===== src/rtl/vmr_pkg.sv =====
package vmr_pkg;

  // Occupancy of the two-entry output skid stage
  typedef enum logic [1:0] {
    OCC_EMPTY = 2'd0,
    OCC_MAIN  = 2'd1,
    OCC_BOTH  = 2'd2
  } occ_e;

  // Regenerated marker pair attached to each beat
  typedef struct packed {
    logic sof;
    logic eol;
  } mark_t;

endpackage


===== src/rtl/vmr_pos_track.sv =====
module vmr_pos_track #(
  parameter int CNT_W = 13
) (
  input  logic             clk,
  input  logic             rst_n,
  input  logic             step,
  input  logic             beat_sof,
  input  logic             beat_eol,
  output logic [CNT_W-1:0] col,
  output logic [CNT_W-1:0] row,
  output logic             prev_eol
);

  logic [CNT_W-1:0] col_nxt;
  logic [CNT_W-1:0] row_nxt;
  logic             prev_eol_nxt;

  // Next-state logic: positions move only on an accepted beat
  always_comb begin
    col_nxt      = col;
    row_nxt      = row;
    prev_eol_nxt = prev_eol;
    if (step) begin
      if (prev_eol) begin
        col_nxt = '0;
      end else begin
        col_nxt = col + CNT_W'(1);
      end
      if (beat_sof) begin
        row_nxt = '0;
      end else if (prev_eol) begin
        row_nxt = row + CNT_W'(1);
      end
      prev_eol_nxt = beat_eol;
    end
  end

  always_ff @(posedge clk or negedge rst_n) begin
    if (!rst_n) begin
      col      <= '0;
      row      <= '0;
      prev_eol <= 1'b1;
    end else if (step) begin
      col      <= col_nxt;
      row      <= row_nxt;
      prev_eol <= prev_eol_nxt;
    end
  end

  AST_COL_CLEAR: assert property (@(posedge clk) disable iff (!rst_n)
    (step && prev_eol) |=> (col == '0));

  AST_ROW_CLEAR: assert property (@(posedge clk) disable iff (!rst_n)
    (step && beat_sof) |=> (row == '0));

  AST_POS_IDLE: assert property (@(posedge clk) disable iff (!rst_n)
    (!step) |=> ($stable(col) && $stable(row) && $stable(prev_eol)));

  AST_FLAG_TRACK: assert property (@(posedge clk) disable iff (!rst_n)
    step |=> (prev_eol == $past(beat_eol)));

endmodule


===== src/rtl/vmr_beat_form.sv =====
module vmr_beat_form
  import vmr_pkg::*;
#(
  parameter int DATA_W = 8,
  parameter int CNT_W  = 13,
  parameter int DELAY  = 2
) (
  input  logic [DATA_W-1:0] pix_in,
  input  logic [CNT_W-1:0]  col,
  input  logic [CNT_W-1:0]  row,
  output logic [DATA_W-1:0] pix_out,
  output mark_t             mark
);

  localparam logic [CNT_W-1:0] EOL_COL  = CNT_W'(DELAY - 1);
  localparam logic [CNT_W-1:0] SOF_POS  = CNT_W'(DELAY);
  localparam logic [DATA_W-1:0] PIX_MAX = {DATA_W{1'b1}};

  // Stand-in filter: full-scale minus the pixel
  always_comb begin
    pix_out = PIX_MAX - pix_in;
  end

  // Markers rebuilt from the delayed position
  always_comb begin
    mark.eol = (col == EOL_COL);
    mark.sof = (row == SOF_POS) && (col == SOF_POS);
  end

endmodule


===== src/rtl/vmr_skid.sv =====
module vmr_skid
  import vmr_pkg::*;
#(
  parameter int W = 16
) (
  input  logic         clk,
  input  logic         rst_n,
  input  logic         up_valid,
  output logic         up_ready,
  input  logic [W-1:0] up_bits,
  output logic         dn_valid,
  input  logic         dn_ready,
  output logic [W-1:0] dn_bits
);

  occ_e         occ_q;
  occ_e         occ_nxt;
  logic [W-1:0] main_q;
  logic [W-1:0] spare_q;
  logic         take;
  logic         main_en;
  logic         main_from_spare;
  logic         spare_en;

  assign up_ready = (occ_q != OCC_BOTH);
  assign dn_valid = (occ_q != OCC_EMPTY);
  assign dn_bits  = main_q;
  assign take     = up_valid && up_ready;

  // Next-state and clock-enable decode
  always_comb begin
    occ_nxt         = occ_q;
    main_en         = 1'b0;
    main_from_spare = 1'b0;
    spare_en        = 1'b0;
    unique case (occ_q)
      OCC_EMPTY: begin
        if (take) begin
          occ_nxt = OCC_MAIN;
          main_en = 1'b1;
        end
      end
      OCC_MAIN: begin
        if (dn_ready) begin
          if (take) begin
            main_en = 1'b1;
          end else begin
            occ_nxt = OCC_EMPTY;
          end
        end else if (take) begin
          occ_nxt  = OCC_BOTH;
          spare_en = 1'b1;
        end
      end
      OCC_BOTH: begin
        if (dn_ready) begin
          occ_nxt         = OCC_MAIN;
          main_en         = 1'b1;
          main_from_spare = 1'b1;
        end
      end
      default: occ_nxt = OCC_EMPTY;
    endcase
  end

  always_ff @(posedge clk or negedge rst_n) begin
    if (!rst_n) begin
      occ_q <= OCC_EMPTY;
    end else begin
      occ_q <= occ_nxt;
    end
  end

  always_ff @(posedge clk or negedge rst_n) begin
    if (!rst_n) begin
      main_q <= '0;
    end else if (main_en) begin
      main_q <= main_from_spare ? spare_q : up_bits;
    end
  end

  always_ff @(posedge clk or negedge rst_n) begin
    if (!rst_n) begin
      spare_q <= '0;
    end else if (spare_en) begin
      spare_q <= up_bits;
    end
  end

  AST_HOLD_STALLED: assert property (@(posedge clk) disable iff (!rst_n)
    (dn_valid && !dn_ready) |=> (dn_valid && $stable(dn_bits)));

  AST_READY_RETURNS: assert property (@(posedge clk) disable iff (!rst_n)
    dn_ready |=> up_ready);

  AST_NO_DROP: assert property (@(posedge clk) disable iff (!rst_n)
    (take && dn_valid && !dn_ready) |=> (!up_ready && dn_valid));

  AST_EMPTY_FILL: assert property (@(posedge clk) disable iff (!rst_n)
    (!dn_valid && take) |=> (dn_valid && dn_bits == $past(up_bits)));

endmodule


===== src/rtl/vid_marker_regen.sv =====
module vid_marker_regen
  import vmr_pkg::*;
#(
  parameter int DATA_W = 8,
  parameter int CNT_W  = 13,
  parameter int DELAY  = 2,
  parameter int ID_W   = 1,
  parameter int DEST_W = 1
) (
  input  logic                clk,
  input  logic                rst_n,
  input  logic                in_valid,
  output logic                in_ready,
  input  logic [DATA_W-1:0]   in_data,
  input  logic                in_sof,
  input  logic                in_eol,
  input  logic [DATA_W/8-1:0] in_keep,
  input  logic [DATA_W/8-1:0] in_strb,
  input  logic [ID_W-1:0]     in_id,
  input  logic [DEST_W-1:0]   in_dest,
  output logic                out_valid,
  input  logic                out_ready,
  output logic [DATA_W-1:0]   out_data,
  output logic                out_sof,
  output logic                out_eol,
  output logic [DATA_W/8-1:0] out_keep,
  output logic [DATA_W/8-1:0] out_strb,
  output logic [ID_W-1:0]     out_id,
  output logic [DEST_W-1:0]   out_dest
);

  localparam int BYTE_W = DATA_W / 8;
  localparam int MARK_W = $bits(mark_t);
  localparam int BUS_W  = DEST_W + ID_W + 2 * BYTE_W + MARK_W + DATA_W;

  logic              accept;
  logic [CNT_W-1:0]  col;
  logic [CNT_W-1:0]  row;
  logic              prev_eol;
  logic [DATA_W-1:0] pix_f;
  mark_t             mark_f;
  mark_t             mark_o;
  logic [BUS_W-1:0]  bus_in;
  logic [BUS_W-1:0]  bus_out;

  assign accept = in_valid && in_ready;

  vmr_pos_track #(
    .CNT_W (CNT_W)
  ) i_pos (
    .clk      (clk),
    .rst_n    (rst_n),
    .step     (accept),
    .beat_sof (in_sof),
    .beat_eol (in_eol),
    .col      (col),
    .row      (row),
    .prev_eol (prev_eol)
  );

  vmr_beat_form #(
    .DATA_W (DATA_W),
    .CNT_W  (CNT_W),
    .DELAY  (DELAY)
  ) i_form (
    .pix_in  (in_data),
    .col     (col),
    .row     (row),
    .pix_out (pix_f),
    .mark    (mark_f)
  );

  assign bus_in = {in_dest, in_id, in_strb, in_keep, mark_f, pix_f};

  vmr_skid #(
    .W (BUS_W)
  ) i_skid (
    .clk      (clk),
    .rst_n    (rst_n),
    .up_valid (in_valid),
    .up_ready (in_ready),
    .up_bits  (bus_in),
    .dn_valid (out_valid),
    .dn_ready (out_ready),
    .dn_bits  (bus_out)
  );

  assign {out_dest, out_id, out_strb, out_keep, mark_o, out_data} = bus_out;
  assign out_sof = mark_o.sof;
  assign out_eol = mark_o.eol;

  AST_RESET_IDLE: assert property (@(posedge clk)
    (!rst_n) |-> (!out_valid && in_ready));

  AST_FRESH_AFTER_RESET: assert property (@(posedge clk) disable iff (!rst_n)
    $rose(rst_n) |-> (prev_eol && col == '0 && row == '0));

endmodule


===== config.mk =====
export PLATFORM = sky130hd
export DESIGN_NAME = vid_marker_regen
export DESIGN_NICKNAME = d
export VERILOG_FILES = /design/src/rtl/vmr_pkg.sv /design/src/rtl/vmr_pos_track.sv /design/src/rtl/vmr_beat_form.sv /design/src/rtl/vmr_skid.sv /design/src/rtl/vid_marker_regen.sv
export SDC_FILE = /design/constraint.sdc
export NUM_CORES = 1
export LEC_CHECK = 0
export BUFFER_PORTS_ARGS = -buffer_cell sky130_fd_sc_hd__buf_2
export CORE_MARGIN = 4
export CORE_UTILIZATION = 40
export CTS_CLUSTER_DIAMETER = 40
export DETAILED_ROUTE_END_ITERATION = 8
export PLACE_DENSITY_LB_ADDON = 0.15
export SLEW_MARGIN = 20
export SYNTH_ARGS = -nofsm -noshare
export SYNTH_HDL_FRONTEND = slang
export SYNTH_SLANG_ARGS = --single-unit

===== constraint.sdc =====
create_clock -name clk -period 1.66 [get_ports clk]
set_clock_uncertainty 0.2 [all_clocks]
set_input_delay 0.166 -clock clk [delete_from_list [all_inputs] [get_ports clk]]
set_output_delay 0.166 -clock clk [all_outputs]
set_load 0.05 [all_outputs]

Word level (Yosys, flattened, before mapping)
Index checks and enable logic that the tools add are counted.
- add/subtract/negate cells: 3
- equal/unequal tests: 10
- multiplexer cells: 17
- reduce and logical (&&, ||, !) cells: 7
- operators by type and width (operator ; number):
    13-bit 2-to-1 mux ; 3
    13-bit by 1-bit adder with 13-bit output (second input constant) ; 2
    13-bit by 2-bit equality test with 1-bit output (second input constant) ; 2
    14-bit 2-to-1 mux ; 1
    13-bit by 1-bit equality test with 1-bit output (second input constant) ; 1
    2-bit 2-to-1 mux ; 5
    8-bit subtractor (first input constant) ; 1
    1-bit 2-to-1 mux ; 6
    2-bit != test (second input constant) ; 3
    3-bit != test (second input constant) ; 2
    2-bit one-hot mux with 3 select lines ; 1
    4-bit AND reduction ; 1
    2-bit nonzero test ; 2
    1-bit one-hot mux with 3 select lines ; 1
    2-bit by 1-bit equality test with 1-bit output (second input constant) ; 1
    2-bit equality test (second input constant) ; 1
    1-bit logical AND ; 2
    2-bit logical NOT ; 1
    2-bit AND reduction ; 1
- register bits: 57

Logic depth before layout (Yosys ltp)
- depth after elaboration: 5
- depth in mapped cells: 6
- depth with buffers taken out: 5

Hierarchy
From an unflattened synthesis, not the netlist that was laid out.
- cell total of the unflattened synthesis: 250
- area total of the unflattened synthesis: 2917.8 µm²
- by module, submodules not included (module ; instances ; cells an instance ; area an instance (µm²) ; sequential area each (µm²)):
    vmr_pos_track ; 1 ; 143 ; 1417.6 ; 676.9
    vmr_skid ; 1 ; 86 ; 1397.6 ; 750.7
    vmr_beat_form ; 1 ; 20 ; 96.3 ; 0.0
    vid_marker_regen ; 1 ; 1 ; 6.3 ; 0.0

Worst setup path after synthesis
Ideal clock, no wire load.
- path kind: flip-flop to flip-flop
- start: register i_skid.occ_q[1]
- end: register i_pos.col[11]
- library setup time: 0.138 ns
- arrival: 1.557 ns
- data required time: 1.322 ns
- path slack: -0.235 ns
- stages on the path, launching flop included: 7
- buffers on the path: 1
- period minus slack after synthesis: 1.895 ns
- path through: dfrtp_1 and2b_4 inv_2 nand2_1 buf_2 o311ai_1 o41ai_2
- word-level cells in the longest chain between the ends: 2
- RTL lines (element ; line ; RTL):
    from (decl) ; vmr_skid.sv:16 ; occ_e occ_q;
    from (signal assigned) ; vmr_skid.sv:70 ; occ_q <= occ_nxt;
    2-bit != test ; vmr_skid.sv:25 ; assign up_ready = (occ_q != OCC_BOTH);
    via in_ready ; vid_marker_regen.sv:13 ; output logic in_ready,
    1-bit logical AND ; vid_marker_regen.sv:46 ; assign accept = in_valid && in_ready;
    to (signal assigned) ; vmr_pos_track.sv:44 ; col <= col_nxt;
    to (decl) ; vmr_pos_track.sv:9 ; output logic [CNT_W-1:0] col,
The timed path passes the listed nets, and every way through them passes these cells.
A chain may end at the register's enable or synchronous reset.

Worst setup path after layout
- start: register i_pos.prev_eol
- end: register i_pos.row[9]
- word-level cells in the longest chain between the ends: 2
- RTL lines (element ; line ; RTL):
    from (decl) ; vmr_pos_track.sv:11 ; output logic prev_eol
    from (signal assigned) ; vmr_pos_track.sv:46 ; prev_eol <= prev_eol_nxt;
    2-bit nonzero test (no line) ; n/a ;
    2-bit AND reduction (no line) ; n/a ;
    to (signal assigned) ; vmr_pos_track.sv:45 ; row <= row_nxt;
    to (decl) ; vmr_pos_track.sv:10 ; output logic [CNT_W-1:0] row,
Every way passes these cells.

==> metrics.txt <==
Place WS -0.117 ns; CTS tree built; GRT Util Overall 17.4%; router iterations before antenna repair 4; Detailed Place HPWL 4.85 mm; clk_lat worst skew 0.34 ns; core area 6870 µm²; Synth top area share 49.0%; die footprint 8560 µm²; Synth Net Count 307; FMAX 588 MHz; cts bufs inserted 9; Post-Layout Cell Count 479; worst hold-check path type in2reg; Site Rows 30; ys async rst share 100%; I/O pin count 34; antenna violations before repair 0; relative slew slack 78.6%; Root Buffer clkbuf_8; RSZ-0062 raised after global routing true; vias in the first global route 2,419; layout cells sized above 1 37.3%; Final Slew Violations 0; worst reg-to-reg setup slack -0.04 ns; cell with the most instances after synthesis dfrtp_1; status complete, but fails checks; failing checks setup timing; critical path endpoint category flop; initial core utilization 41.6%; fillcell total 599; total number of vias 2,586; Final setup viols 3; Setup WS post-layout -0.0409 ns; Mapped Cells 284; post-synth top area cell dfrtp_1; Reg clk slew, reported paths 0.07 ns; Leak Pwr 1.87 nW; Worst-Margin Slew 0.320 ns; Setup crit start kind flop; Post-synth EDFFs 0; DIE WIDTH 92.5 µm; Worst VDD drop 0.000918 V; Mean Syn Cell Area 10.1 µm²; CTS Buffer Depth 2; Layout area overhead 41.5%; global placer's final weighted congestion 0.835; Antenna Cells 0; period utilisation layout 102%; sum of negative setup slack -0.0599 ns; CP required 1.74 ns; Avg Vias per Cell 5.40; post-synthesis cell area 2860 µm²; residual DRC count 0; Detailed Route WL 7.32 mm; sequential area share after synthesis 50.0%; grt ovf 0; ANT nets after route 0; crit path kind reg2reg; Avg WL per Cell 15.3 µm; FF+latch count, synth 57; die height 92.5 µm; H-tree depth 3; synth warn 0; Period minus WS final 1.70 ns; Iteration-0 DRC Markers 113; Max-cap violations 0; synth unique cells 50; final hold viol count 0; Synth top cells by count 56 x dfrtp_1, 29 x nand2_1, 29 x o21ai_1; utilization after layout 58.9%; total clock sinks 57; ys flop type dfrtp_1; port bufs 33; nets@finish 402; top cells by area, synth dfrtp_1 49%, o21ai_1 5.1%, nand2_1 3.8%, a221o_1 3.5%, nor2_1 2.4%; CP max FO 5; first-pass GRT wire length 11.8 mm; placed insts 446; largest net degree at the start of global routing 58; power density cells 1220 nW/µm²; Hold Slack 0.0282 ns; Worst EP arrival 1.78 ns
## critical path: stages, from the launching register on
cell	delay (ns)
dfstp_2	0.57
o211a_1	0.20
nand3_2	0.12
or4_1	0.48
nand2_1	0.08
## power by group
| part | leakage [nW] | internal (W) | switching (W) | total [W] |
|---|---|---|---|---|
| Combinational | 1.03 | 0.000645 | 0.000998 | 0.00164 |
| Sequential | 0.740 | 0.00169 | 0.000175 | 0.00186 |
| Clock | 0.102 | 0.000837 | 0.000575 | 0.00141 |
## layer usage
layer  vias up  part of all wire [%]  track usage, %
met5         -                     0               0
met1      1270                    49            24.2
met4         0                   1.8            7.80
li1       1260                     -               -
met3         9                   3.3            3.49
met2        47                    46            26.0
## logic make-up (layout without fill, tap and decap cells)
| logic type | count (synthesis) | after routing | synth area share, % |
|---|---|---|---|
| buffers and inverters | 22 | 120 | 3.85 |
| AOI/OAI and AO/OA | 89 | 89 | 22.2 |
| and+or+nand+nor | 106 | 107 | 19.9 |
| DFF | 57 | 57 | 50.0 |
| muxes | 5 | 5 | 1.93 |
| adders and majority gates | 5 | 5 | 2.19 |
## layout make-up
type	instances	area (µm²)	area share (%)
Multi-Input combinational cell	206	1510	37.3
Sequential cell	57	1430	35.4
Timing Repair Buffer	98	744	18.4
Clock buffer	10	128	3.15
Tap cell	96	120	2.97
Clock inverter	5	81.3	2.01
Inverter	7	33.8	0.835
## flip-flops by register name, summed over array words and instances (netlist names)
signal / cells
i_skid.spare_q: 14
i_skid.occ_q: 2
i_pos.prev_eol: 1
i_pos.col: 13
i_skid.dn_bits: 14
i_pos.row: 13
## per-stage QoR
step / power [W] / instance area, µm²
2_1_floorplan: 0.00284 / 2930
3_3_place_gp: 0.00337 / 3500
3_5_place_dp: 0.00339 / 3500
4_1_cts: 0.00489 / 3930
5_1_grt: 0.00518 / 4050
6_report: 0.00492 / 4050
## final timing paths
path / from / to / cells after the start
setup / recovery: i_pos.prev_eol / i_pos.row[9] / 4
hold / removal: in_sof / i_pos.row[2] / 4
setup reg to reg: i_pos.prev_eol / i_pos.row[9] / 4
hold reg to reg: i_skid.dn_bits[11] / i_skid.dn_bits[11] / 1
max in group asynchronous: rst_n / i_pos.prev_eol / 3
min in group asynchronous: rst_n / i_skid.dn_bits[4] / 3
## layout by cell type (no fill, tap or decap), drive strengths merged, types with 6 or more instances in the layout
cell type / synthesis / final
buf: 10 / 83
dfrtp: 56 / 56
o21ai: 31 / 31
nand2: 29 / 29
nor2: 19 / 20
dlygate4sd3: 0 / 14
nand3: 11 / 11
a221o: 10 / 10
clkbuf: 5 / 10
a21oi: 9 / 9
o41ai: 7 / 7
o31ai: 7 / 7
inv: 7 / 7
nand4: 6 / 6
and3: 6 / 6
## repair_timing
| item | 4_1_cts | 5_1_grt |
|---|---|---|
| setup buffers | 0 | 4 |
| gates resized for setup | 15 | 24 |
| setup endpoints to repair | 7 | 42 |
| hold buffers | 15 | 0 |
| pin swaps | 0 | 15 |
| endpoints found under the hold margin | 83 | 0 |
| cloned | 0 | 1 |
Note: power is estimated with default switching activity, not from simulation.
